[src/rtl/intr_mod_pkg.sv]
package intr_mod_pkg;

  localparam int ADDR_W = 5;
  localparam int DATA_W = 32;
  localparam int IDX_W  = ADDR_W - 2;

  // Word indices inside the 32-byte window.
  localparam logic [IDX_W-1:0] IDX_INIT = 3'd0;
  localparam logic [IDX_W-1:0] IDX_MASK = 3'd1;
  localparam logic [IDX_W-1:0] IDX_CRED = 3'd2;
  localparam logic [IDX_W-1:0] IDX_AUTO = 3'd3;
  localparam logic [IDX_W-1:0] IDX_CURR = 3'd4;

  // Strobes from control to datapath.
  typedef struct packed {
    logic sendNow;
    logic reloadReq;
    logic credWr;
    logic initWr;
  } strobeT;

endpackage

[src/rtl/intr_mod_dpath.sv]
module intr_mod_dpath
  import intr_mod_pkg::*;
#(
  parameter int TIMER_W = 6,
  parameter int CRED_W  = 16
) (
  input  logic              clk,
  input  logic              rstN,
  input  logic              tick,
  input  strobeT            strb,
  input  logic [CRED_W-1:0] credData,
  output logic [TIMER_W-1:0] initQ,
  output logic [TIMER_W-1:0] timerQ,
  output logic [CRED_W-1:0] credQ,
  output logic              timerZero,
  output logic              credHitsZero
);

  logic [CRED_W-1:0] credNext;
  logic [CRED_W-1:0] credInc;
  logic [CRED_W-1:0] credDec;

  always_comb begin
    credInc      = {{(CRED_W-1){1'b0}}, strb.sendNow};
    credDec      = strb.credWr ? credData : '0;
    credNext     = credQ + credInc - credDec;
    credHitsZero = strb.credWr && (credNext == '0);
    timerZero    = (timerQ == '0);
  end

  always_ff @(posedge clk) begin
    if (!rstN) begin
      initQ  <= '0;
      timerQ <= '0;
      credQ  <= '0;
    end else begin
      if (strb.initWr) initQ <= credData[TIMER_W-1:0];
      if (strb.sendNow || strb.reloadReq) timerQ <= initQ;
      else if (tick && !timerZero) timerQ <= timerQ - 1'b1;
      credQ <= credNext;
    end
  end

  // a send loads the hold-off timer
  a_r4_load_on_send: assert property (@(posedge clk) disable iff (!rstN)
    strb.sendNow |=> timerQ == $past(initQ));

  // the timer holds at zero
  a_r4_hold_zero: assert property (@(posedge clk) disable iff (!rstN)
    (timerQ == '0 && !strb.sendNow && !strb.reloadReq) |=> timerQ == '0);

  // one step per tick
  a_r4_tick_step: assert property (@(posedge clk) disable iff (!rstN)
    (timerQ != '0 && tick && !strb.sendNow && !strb.reloadReq)
      |=> timerQ == $past(timerQ) - 1'b1);

  // each send without a write adds one credit
  a_r6_send_counts: assert property (@(posedge clk) disable iff (!rstN)
    (strb.sendNow && !strb.credWr) |=> credQ == $past(credQ) + 1'b1);

  // a reload request restarts the timer
  a_r9_reload: assert property (@(posedge clk) disable iff (!rstN)
    strb.reloadReq |=> timerQ == $past(initQ));

endmodule

[src/rtl/intr_mod_ctrl.sv]
module intr_mod_ctrl
  import intr_mod_pkg::*;
#(
  parameter int CRED_W = 16
) (
  input  logic             clk,
  input  logic             rstN,
  input  logic             evt,
  input  logic             busWr,
  input  logic [IDX_W-1:0] wrIdx,
  input  logic             dataBit0,
  input  logic             unmaskBit,
  input  logic             reloadBit,
  input  logic             timerZero,
  input  logic             credHitsZero,
  output strobeT           strb,
  output logic             maskQ,
  output logic             autoQ,
  output logic             pendQ,
  output logic             irqSendQ
);

  logic maskWr;
  logic autoWr;
  logic unmaskReq;

  always_comb begin
    strb.initWr    = busWr && (wrIdx == IDX_INIT);
    strb.credWr    = busWr && (wrIdx == IDX_CRED);
    strb.reloadReq = strb.credWr && reloadBit;
    strb.sendNow   = !maskQ && timerZero && (evt || pendQ);
    maskWr         = busWr && (wrIdx == IDX_MASK);
    autoWr         = busWr && (wrIdx == IDX_AUTO);
    unmaskReq      = strb.credWr && unmaskBit;
  end

  always_ff @(posedge clk) begin
    if (!rstN) begin
      maskQ    <= 1'b1;
      autoQ    <= 1'b0;
      pendQ    <= 1'b0;
      irqSendQ <= 1'b0;
    end else begin
      irqSendQ <= strb.sendNow;
      if (strb.sendNow && autoQ) maskQ <= 1'b1;
      else if (unmaskReq)        maskQ <= 1'b0;
      else if (maskWr)           maskQ <= dataBit0;
      if (autoWr) autoQ <= dataBit0;
      if (strb.sendNow)     pendQ <= 1'b0;
      else if (evt)         pendQ <= 1'b1;
      else if (credHitsZero) pendQ <= 1'b0;
    end
  end

  // no send pulse follows a masked cycle
  a_r3_masked_silent: assert property (@(posedge clk) disable iff (!rstN)
    irqSendQ |-> $past(!maskQ));

  // auto-mask sets the mask on every send
  a_r5_auto_mask: assert property (@(posedge clk) disable iff (!rstN)
    (strb.sendNow && autoQ) |=> maskQ);

  // zeroing acknowledge drops pending
  a_r7_zero_clears: assert property (@(posedge clk) disable iff (!rstN)
    (credHitsZero && !evt && !strb.sendNow) |=> !pendQ);

  // an unsent event is always recorded
  a_r8_event_kept: assert property (@(posedge clk) disable iff (!rstN)
    (evt && !strb.sendNow) |=> pendQ);

endmodule

[src/rtl/intr_moderator.sv]
module intr_moderator
  import intr_mod_pkg::*;
#(
  parameter int TIMER_W = 6,
  parameter int CRED_W  = 16
) (
  input  logic              clk,
  input  logic              rstN,
  input  logic              tick,
  input  logic              evt,
  input  logic              busWr,
  input  logic [ADDR_W-1:0] busAddr,
  input  logic [DATA_W-1:0] busWdata,
  output logic [DATA_W-1:0] busRdata,
  output logic              irqSend,
  output logic              irqPending
);

  localparam int UNMASK_BIT = CRED_W;
  localparam int RELOAD_BIT = CRED_W + 1;

  strobeT              strb;
  logic                timerZero;
  logic                credHitsZero;
  logic                maskQ;
  logic                autoQ;
  logic                pendQ;
  logic [TIMER_W-1:0]  initQ;
  logic [TIMER_W-1:0]  timerQ;
  logic [CRED_W-1:0]   credQ;
  logic [IDX_W-1:0]    wordIdx;
  logic                unusedWdata;

  assign wordIdx     = busAddr[ADDR_W-1:2];
  assign unusedWdata = ^{busWdata[DATA_W-1:RELOAD_BIT+1], busAddr[1:0]};

  intr_mod_ctrl #(.CRED_W(CRED_W)) ctrl (
    .clk          (clk),
    .rstN         (rstN),
    .evt          (evt),
    .busWr        (busWr),
    .wrIdx        (wordIdx),
    .dataBit0     (busWdata[0]),
    .unmaskBit    (busWdata[UNMASK_BIT]),
    .reloadBit    (busWdata[RELOAD_BIT]),
    .timerZero    (timerZero),
    .credHitsZero (credHitsZero),
    .strb         (strb),
    .maskQ        (maskQ),
    .autoQ        (autoQ),
    .pendQ        (pendQ),
    .irqSendQ     (irqSend)
  );

  intr_mod_dpath #(.TIMER_W(TIMER_W), .CRED_W(CRED_W)) dpath (
    .clk          (clk),
    .rstN         (rstN),
    .tick         (tick),
    .strb         (strb),
    .credData     (busWdata[CRED_W-1:0]),
    .initQ        (initQ),
    .timerQ       (timerQ),
    .credQ        (credQ),
    .timerZero    (timerZero),
    .credHitsZero (credHitsZero)
  );

  assign irqPending = pendQ;

  always_comb begin
    case (wordIdx)
      IDX_INIT: busRdata = DATA_W'(initQ);
      IDX_MASK: busRdata = DATA_W'(maskQ);
      IDX_CRED: busRdata = DATA_W'(credQ);
      IDX_AUTO: busRdata = DATA_W'(autoQ);
      IDX_CURR: busRdata = DATA_W'(timerQ);
      default:  busRdata = '0;
    endcase
  end

  // a send pulse lasts one cycle unless a second send follows
  a_r2_pulse: assert property (@(posedge clk) disable iff (!rstN)
    (irqSend && autoQ) |=> !irqSend);

endmodule

[config.mk]
export PLATFORM = sky130hd
export DESIGN_NAME = intr_moderator
export DESIGN_NICKNAME = d
export VERILOG_FILES = /design/src/rtl/intr_mod_pkg.sv /design/src/rtl/intr_mod_dpath.sv /design/src/rtl/intr_mod_ctrl.sv /design/src/rtl/intr_moderator.sv
export SDC_FILE = /design/constraint.sdc
export NUM_CORES = 1
export LEC_CHECK = 0
export BUFFER_PORTS_ARGS = -buffer_cell sky130_fd_sc_hd__buf_2
export CORE_ASPECT_RATIO = 1.5
export CORE_MARGIN = 3
export CORE_UTILIZATION = 48
export CTS_CLUSTER_SIZE = 28
export DETAILED_ROUTE_END_ITERATION = 16
export HOLD_SLACK_MARGIN = 0.02
export PLACE_DENSITY = 0.78
export SETUP_SLACK_MARGIN = 0.4
export SLEW_MARGIN = 20
export SYNTH_ARGS = -nofsm -noshare
export SYNTH_HDL_FRONTEND = slang
export SYNTH_SLANG_ARGS = --single-unit
[constraint.sdc]
create_clock -name clk -period 3.3 [get_ports clk]
set_input_delay 0.165 -clock clk [delete_from_list [all_inputs] [get_ports clk]]
set_output_delay 0.165 -clock clk [all_outputs]
set_load 0.01 [all_outputs]
==> flow_metrics.tcl, run 1 <==
set metrics [dict create \
    ys_seq_area_share_pct 23.5 \
    drtIter0Drc 230 \
    n_antenna_cell 0 \
    netlist_top_cells_area "dfxtp_1 23%, ha_1 15%, and2_1 5.3%, buf_4 5.0%, nor2_1 5.0%" \
    rsz0062_at_grt "yes" \
    crit_path_max_fanout 2 \
    synthCells 322 \
    hold_violations 0 \
    switching_power_mw 1.76 \
    synth.most_common_cell "nor2_1" \
    finalSetupViolCount 0 \
    postRouteAntennaNets 0 \
    grt_use_met2_pct 41.6 \
    use_met3_pct 3.45 \
    critical_path.slowest_cell "fa_2" \
    fin_crit_sh_pct 92.2 \
    use_met1_pct 23.7 \
    crit_family "simple AND/OR/NAND/NOR gates" \
    sw_frac_of_total_pct 45.8 \
    die_y_um 98.3 \
    synthFlopType "dfxtp_1" \
    nNetsFinal 466 \
    min_path_type "input pin to register" \
    min_period_ps 3040 \
    start_util_pct 49.6 \
    path_buf_inv 0 \
    cts_max_level 2 \
    cts.sinks 32 \
    seqCellArea_um2 644 \
    area_delta_synth_final_pct 30.2 \
    cts_buffers 5 \
    ys_types 62 \
    ys_seq_elements 32 \
    vias 2690 \
    die_w_um 67.5 \
    route.detailed.drc 0 \
    max_freq_mhz 329 \
    worst_slack_ps 257 \
    grt_busiest_layer "met2" \
    synth_top_area_share_pct 23.5 \
    slew_violations 0 \
    drt-total-wl_mm 7.92 \
    tritoncts "built" \
    worstPathRequired_ps 3470 \
    finalClockSkew_ps 5.62 \
    cp-end-kind "register" \
    first_pass_iters 5 \
    clockRootBuffer "clkbuf_8" \
    power.share.clock_pct 10.0 \
    cp_cell_sequence "nor3_4, nand3b_1, nor2_2, ha_2, fa_2, nor4_4, o211ai_1, a211o_2, nor4_2, nor4b_4, a21oi_1" \
    p_comb_share_pct 74.2 \
    power_density_nw_per_um2 1080 \
    synth_area_leader_cell "dfxtp_1" \
    path_clk_slew_ps 70 \
    maxCapViolations 0 \
    seq_power_share_pct 15.8 \
    hpwl_mm 5.53 \
    dieArea_um2 6640 \
    synth-edff-count 0 \
    dp_slack_ps 6.48 \
    grt_pass1_vias 2601 \
    final_cells 462 \
    portBuffers 43 \
    stdcell_area_um2 3550 \
    ios 76 \
    ys_top_cells_by_count "36 x nor2_1, 32 x dfxtp_1, 32 x ha_1, 23 x and2_1, 23 x nand2_1" \
    grt_max_degree 21 \
    clock_latency_ps 290 \
    maxSlewHeadroom_pct 36.0 \
    path_class "register to register" \
    gp_congestion 0.886 \
    cp-start-kind "register" \
    grt_use_total_pct 22.7 \
    n_fill_cell 434 \
    critPathArrivalTime_ps 3220 \
    grt_pass1_wl_mm 11.7 \
    tns_ps 0 \
    placed_cells 437 \
    max_stage_delay_ps 460 \
    core-area_um2 5490 \
    yosysWarnings 0 \
    synth-async-reset-ratio_pct 0 \
    grt_overflow 0 \
    std_cell_rows 33 \
    place_area_um2 3120 \
    intPower_mw 2.08 \
    syn_area_um2 2730 \
    power.leakage_nw 1.55 \
    cts_max_path_buffers 2 \
    outcome "finished, final reports clean" \
    multi_input_area_um2 2220 \
    total_power_mw 3.84 \
    layout-drive-gt1-share_pct 35.2 \
    tightest_slew_ps 957 \
    antenna_found_initial 0 \
    synth.avg_cell_area_um2 8.47 \
    post_drt_wl_per_cell_um 17.1 \
    avgViaCountPerCell 5.82 \
    irDropWorstVdd_mv 0.671 \
]
==> timing repair <==
action / in CTS / in global routing
pin swaps: 10 / 17
hold buffers: 0 / 0
cloned: 0 / 1
gates resized for setup: 14 / 25
buffers inserted: 7 / 9
endpoints found under the setup margin: 2 / 4
==> logic make-up (layout without fill, tap and decap cells) <==
family	Yosys count	count (layout)	synth area share, %
buffers and inverters	37	91	8.17
muxes	14	14	5.60
xor gates and xnor gates	13	13	4.18
other	1	16	0.138
and+or+nand+nor	123	124	23.7
AOI/OAI and AO/OA	69	69	19.3
DFF	32	32	23.5
adders and majority gates	33	33	15.4
==> flip-flops by register name (all words and copies together) (netlist names) <==
name	count
dpath.credQ	16
dpath.initQ	6
dpath.timerQ	6
ctrl.autoQ	1
ctrl.irqSendQ	1
ctrl.maskQ	1
ctrl.pendQ	1
==> placed cells by master, fill, tap and decap left out, types with 3 or more instances in the layout <==
| cell | Yosys | final |
|---|---|---|
| o211ai_1 | 6 | 6 |
| nor3_1 | 8 | 7 |
| nand3_1 | 7 | 5 |
| conb_1 | 1 | 16 |
| and2_1 | 23 | 22 |
| ha_4 | 0 | 10 |
| nor2_1 | 36 | 34 |
| ha_2 | 0 | 3 |
| dfxtp_1 | 32 | 29 |
| xor2_1 | 6 | 5 |
| inv_1 | 9 | 7 |
| clkbuf_8 | 0 | 5 |
| dfxtp_2 | 0 | 3 |
| buf_2 | 1 | 43 |
| and3_1 | 6 | 6 |
| o21ai_0 | 6 | 4 |
| a21o_1 | 6 | 6 |
| nor3b_1 | 3 | 3 |
| xnor2_1 | 7 | 6 |
| mux2i_1 | 13 | 13 |
| nand2_1 | 23 | 21 |
| a21oi_1 | 15 | 13 |
| ha_1 | 32 | 19 |
| buf_4 | 18 | 30 |
==> per-layer routing <==
layer	up-vias	share of wire, %	routed length, um
met1	1267	37	2910
li1	1273	-	-
met5	-	0	0
met2	122	53	4230
met3	28	5.7	453
met4	0	4.1	327
==> power by group through the flow <==
stage,Sequential [mW],Combinational [mW],Clock (mW)
floorplan,0.577,1.80,0
global placement,0.599,2.17,0
detailed placement,0.602,2.24,0
CTS,0.595,2.35,0.383
global route,0.618,3.08,0.406
finish,0.605,2.85,0.384
==> worst register-to-register path, stage by stage (launching register included) <==
cell	delay [ps]
dfxtp_2	350
nor3_4	210
nand3b_1	150
nor2_2	210
ha_2	220
fa_2	470
nor4_4	270
o211ai_1	120
a211o_2	330
nor4_2	210
nor4b_4	290
a21oi_1	100
==> final timing paths <==
path	slack, ps	start	cells past startpoint	to
worst max-delay path	260	dpath.timerQ[3]	11	ctrl.pendQ
worst min-delay path	120	busWdata[2]	3	dpath.initQ[2]
worst max register to register	260	dpath.timerQ[3]	11	ctrl.pendQ
worst min register to register	470	dpath.initQ[3]	2	dpath.timerQ[3]
==> through the flow <==
| step | hold WS, ps | utilization, % |
|---|---|---|
| final | 125 | 64.6 |
| after global routing | 134 | 64.6 |
| after CTS | 131 | 60.7 |
| after detailed placement | 430 | 56.8 |
| after global placement | 423 | 56.8 |
| after floorplan | 303 | - |
==> cell type report <==
type	count	area share, %
multi-input cells	269	62.7
flip-flops and latches	32	18.2
repair buffers	74	12.7
well taps	70	2.47
clock buffers	6	2.04
clock inverters	2	0.987
inverters	9	0.952
(Power assumes the default switching activity.)
==> inputs of run 2 (changes only) <==
CORE_UTILIZATION = 50   (was 48)
clock period = 2.9 ns   (was 3.3 ns; I/O delays follow)
==> run 2 against run 1 <==
Compared with the run above: the run now ends with setup timing left; critical path type unchanged; maximum frequency grew 1.5%; via count increased by 11%; power increased by 41%; die area is 3.7% lower; sequential power is 17% higher; clock skew is 4.9 ps higher.
==> flow_metrics.tcl, run 2 (synthesis results as in run 1) <==
set metrics [dict create \
    outcome "complete, but fails checks" \
    violations "setup timing" \
    cts_max_path_buffers 2 \
    nNetsFinal 505 \
    cts_hold_buffers 0 \
    vias 2980 \
    cts_max_level 2 \
    stdcell_area_um2 4160 \
    reg_top3 "dpath.credQ (16), dpath.initQ (6), dpath.timerQ (6)" \
    grt_use_total_pct 29.3 \
    die_w_um 66.3 \
    route.detailed.drc 0 \
    fin_hold_ws_ps 143 \
    slew_violations 0 \
    avgViaCountPerCell 5.98 \
    ios 76 \
    drt-total-wl_mm 9.84 \
    dieArea_um2 6390 \
    largest_reg_flops 16 \
    antenna_found_initial 0 \
    tritoncts "built" \
    hold_start "busWdata[5]" \
    layout-drive-gt1-share_pct 49.1 \
    cts.sinks 32 \
    grt_pass1_vias 3029 \
    core-area_um2 5200 \
    worstPathRequired_ps 3070 \
    irDropWorstVdd_mv 0.904 \
    place_area_um2 3500 \
    gp_congestion 0.953 \
    rsz0062_at_grt "yes" \
    clock_latency_ps 290 \
    path_buf_inv 0 \
    path_class "register to register" \
    crit_family "compound AO/OA/AOI/OAI gates" \
    portBuffers 43 \
    layout_common_cells "62 x buf_4, 40 x buf_2, 34 x nor2_1" \
    finalSetupViolCount 2 \
    grt_pass1_wl_mm 14.1 \
    crit_path_max_fanout 5 \
    startpoint "ctrl.pendQ" \
    layout_commonest_cell "buf_4" \
    min_period_ps 3000 \
    n_antenna_cell 0 \
    r2r_start "ctrl.pendQ" \
    hold_violations 0 \
    cp_cell_sequence "o21bai_1, nor2_2, ha_2, fa_2, a211oi_4, o21ai_4, a21o_2, a211o_2, nor4_2, nor4b_2, a21oi_1" \
    tightest_slew_ps 752 \
    post_drt_wl_per_cell_um 19.8 \
    placed_cells 473 \
    die_y_um 96.4 \
    fin_crit_sh_pct 103 \
    power.leakage_nw 1.80 \
    critPathArrivalTime_ps 3170 \
    grt_max_degree 21 \
    maxSlewHeadroom_pct 49.8 \
    final_cells 498 \
    cp-end-kind "register" \
    top_register "dpath.credQ" \
    max_freq_mhz 334 \
    clockRootBuffer "clkbuf_8" \
    grt_overflow 0 \
    min_path_type "input pin to register" \
    postRouteAntennaNets 0 \
    std_cell_rows 32 \
    maxCapViolations 0 \
    first_pass_iters 5 \
    finalClockSkew_ps 10.5 \
    hpwl_mm 6.22 \
    max_stage_delay_ps 410 \
    start_util_pct 52.4 \
    cts_buffers 5 \
    path_clk_slew_ps 70 \
    power_density_nw_per_um2 1300 \
    worst_slack_ps -98.5 \
    area_delta_synth_final_pct 52.5 \
    cp-start-kind "register" \
    drtIter0Drc 176 \
    critical_path.slowest_cell "fa_2" \
]
## run 2: changes by cell type in the layout (fill, tap and decap cells not counted), sizes merged
cell,delta
and2,-1
buf,+40
bufinv,-1
clkbuf,+1
clkinv,-1
## run 2: repair_timing
action	CTS	global route
setup endpoints to repair	7	10
pin swaps	32	16
gates resized for setup	63	17
buffers inserted	12	6
gates cloned	0	0
## run 2: area by class of cell
class	count	area, um^2
clock buffers	7	96.3
multi-input cells	268	2490
fillers	337	1050
well taps	68	85.1
repair buffers	114	808
flip-flops and latches	32	646
inverters	9	33.8
## run 2: final timing paths
path | cells after the start | to | slack, ps
worst max-delay path | 11 | ctrl.pendQ | -100
worst min-delay path | 3 | dpath.initQ[5] | 140
worst max register to register | 11 | ctrl.pendQ | -100
worst min register to register | 2 | dpath.timerQ[3] | 480
## run 2: worst register-to-register path, cell delays in order (launching register included)
cell and delay [ps]:
dfxtp_1 340, o21bai_1 340, nor2_2 90, ha_2 200
fa_2 410, a211oi_4 370, o21ai_4 120, a21o_2 220
a211o_2 340, nor4_2 140, nor4b_2 230, a21oi_1 100
## run 2: report_power, final
group	internal (mW)	switching [mW]
combinational	2.19	2.10
sequential	0.583	0.126
clock	0.212	0.183
total	2.99	2.41
## run 2: layer usage
metal	GRT usage [%]	up-vias	wire length (um)
met1	27.6	1388	3300
met5	0	-	0
met2	54.7	171	5250
li1	-	1352	-
met3	3.59	69	479
met4	24.4	0	806
## run 2: per-stage QoR
step           setup slack [ps]  TNS, ps  utilization [%]  total power [mW]
6_report                  -98.5     -142             79.9              5.40
5_1_grt                    -204     -326             79.9              5.69
4_1_cts                   -34.2    -34.2             77.1              4.81
3_5_place_dp               -366     -651             67.3              3.85
3_3_place_gp               -393     -524             67.3              3.78
2_1_floorplan             -70.9    -70.9                -              2.83
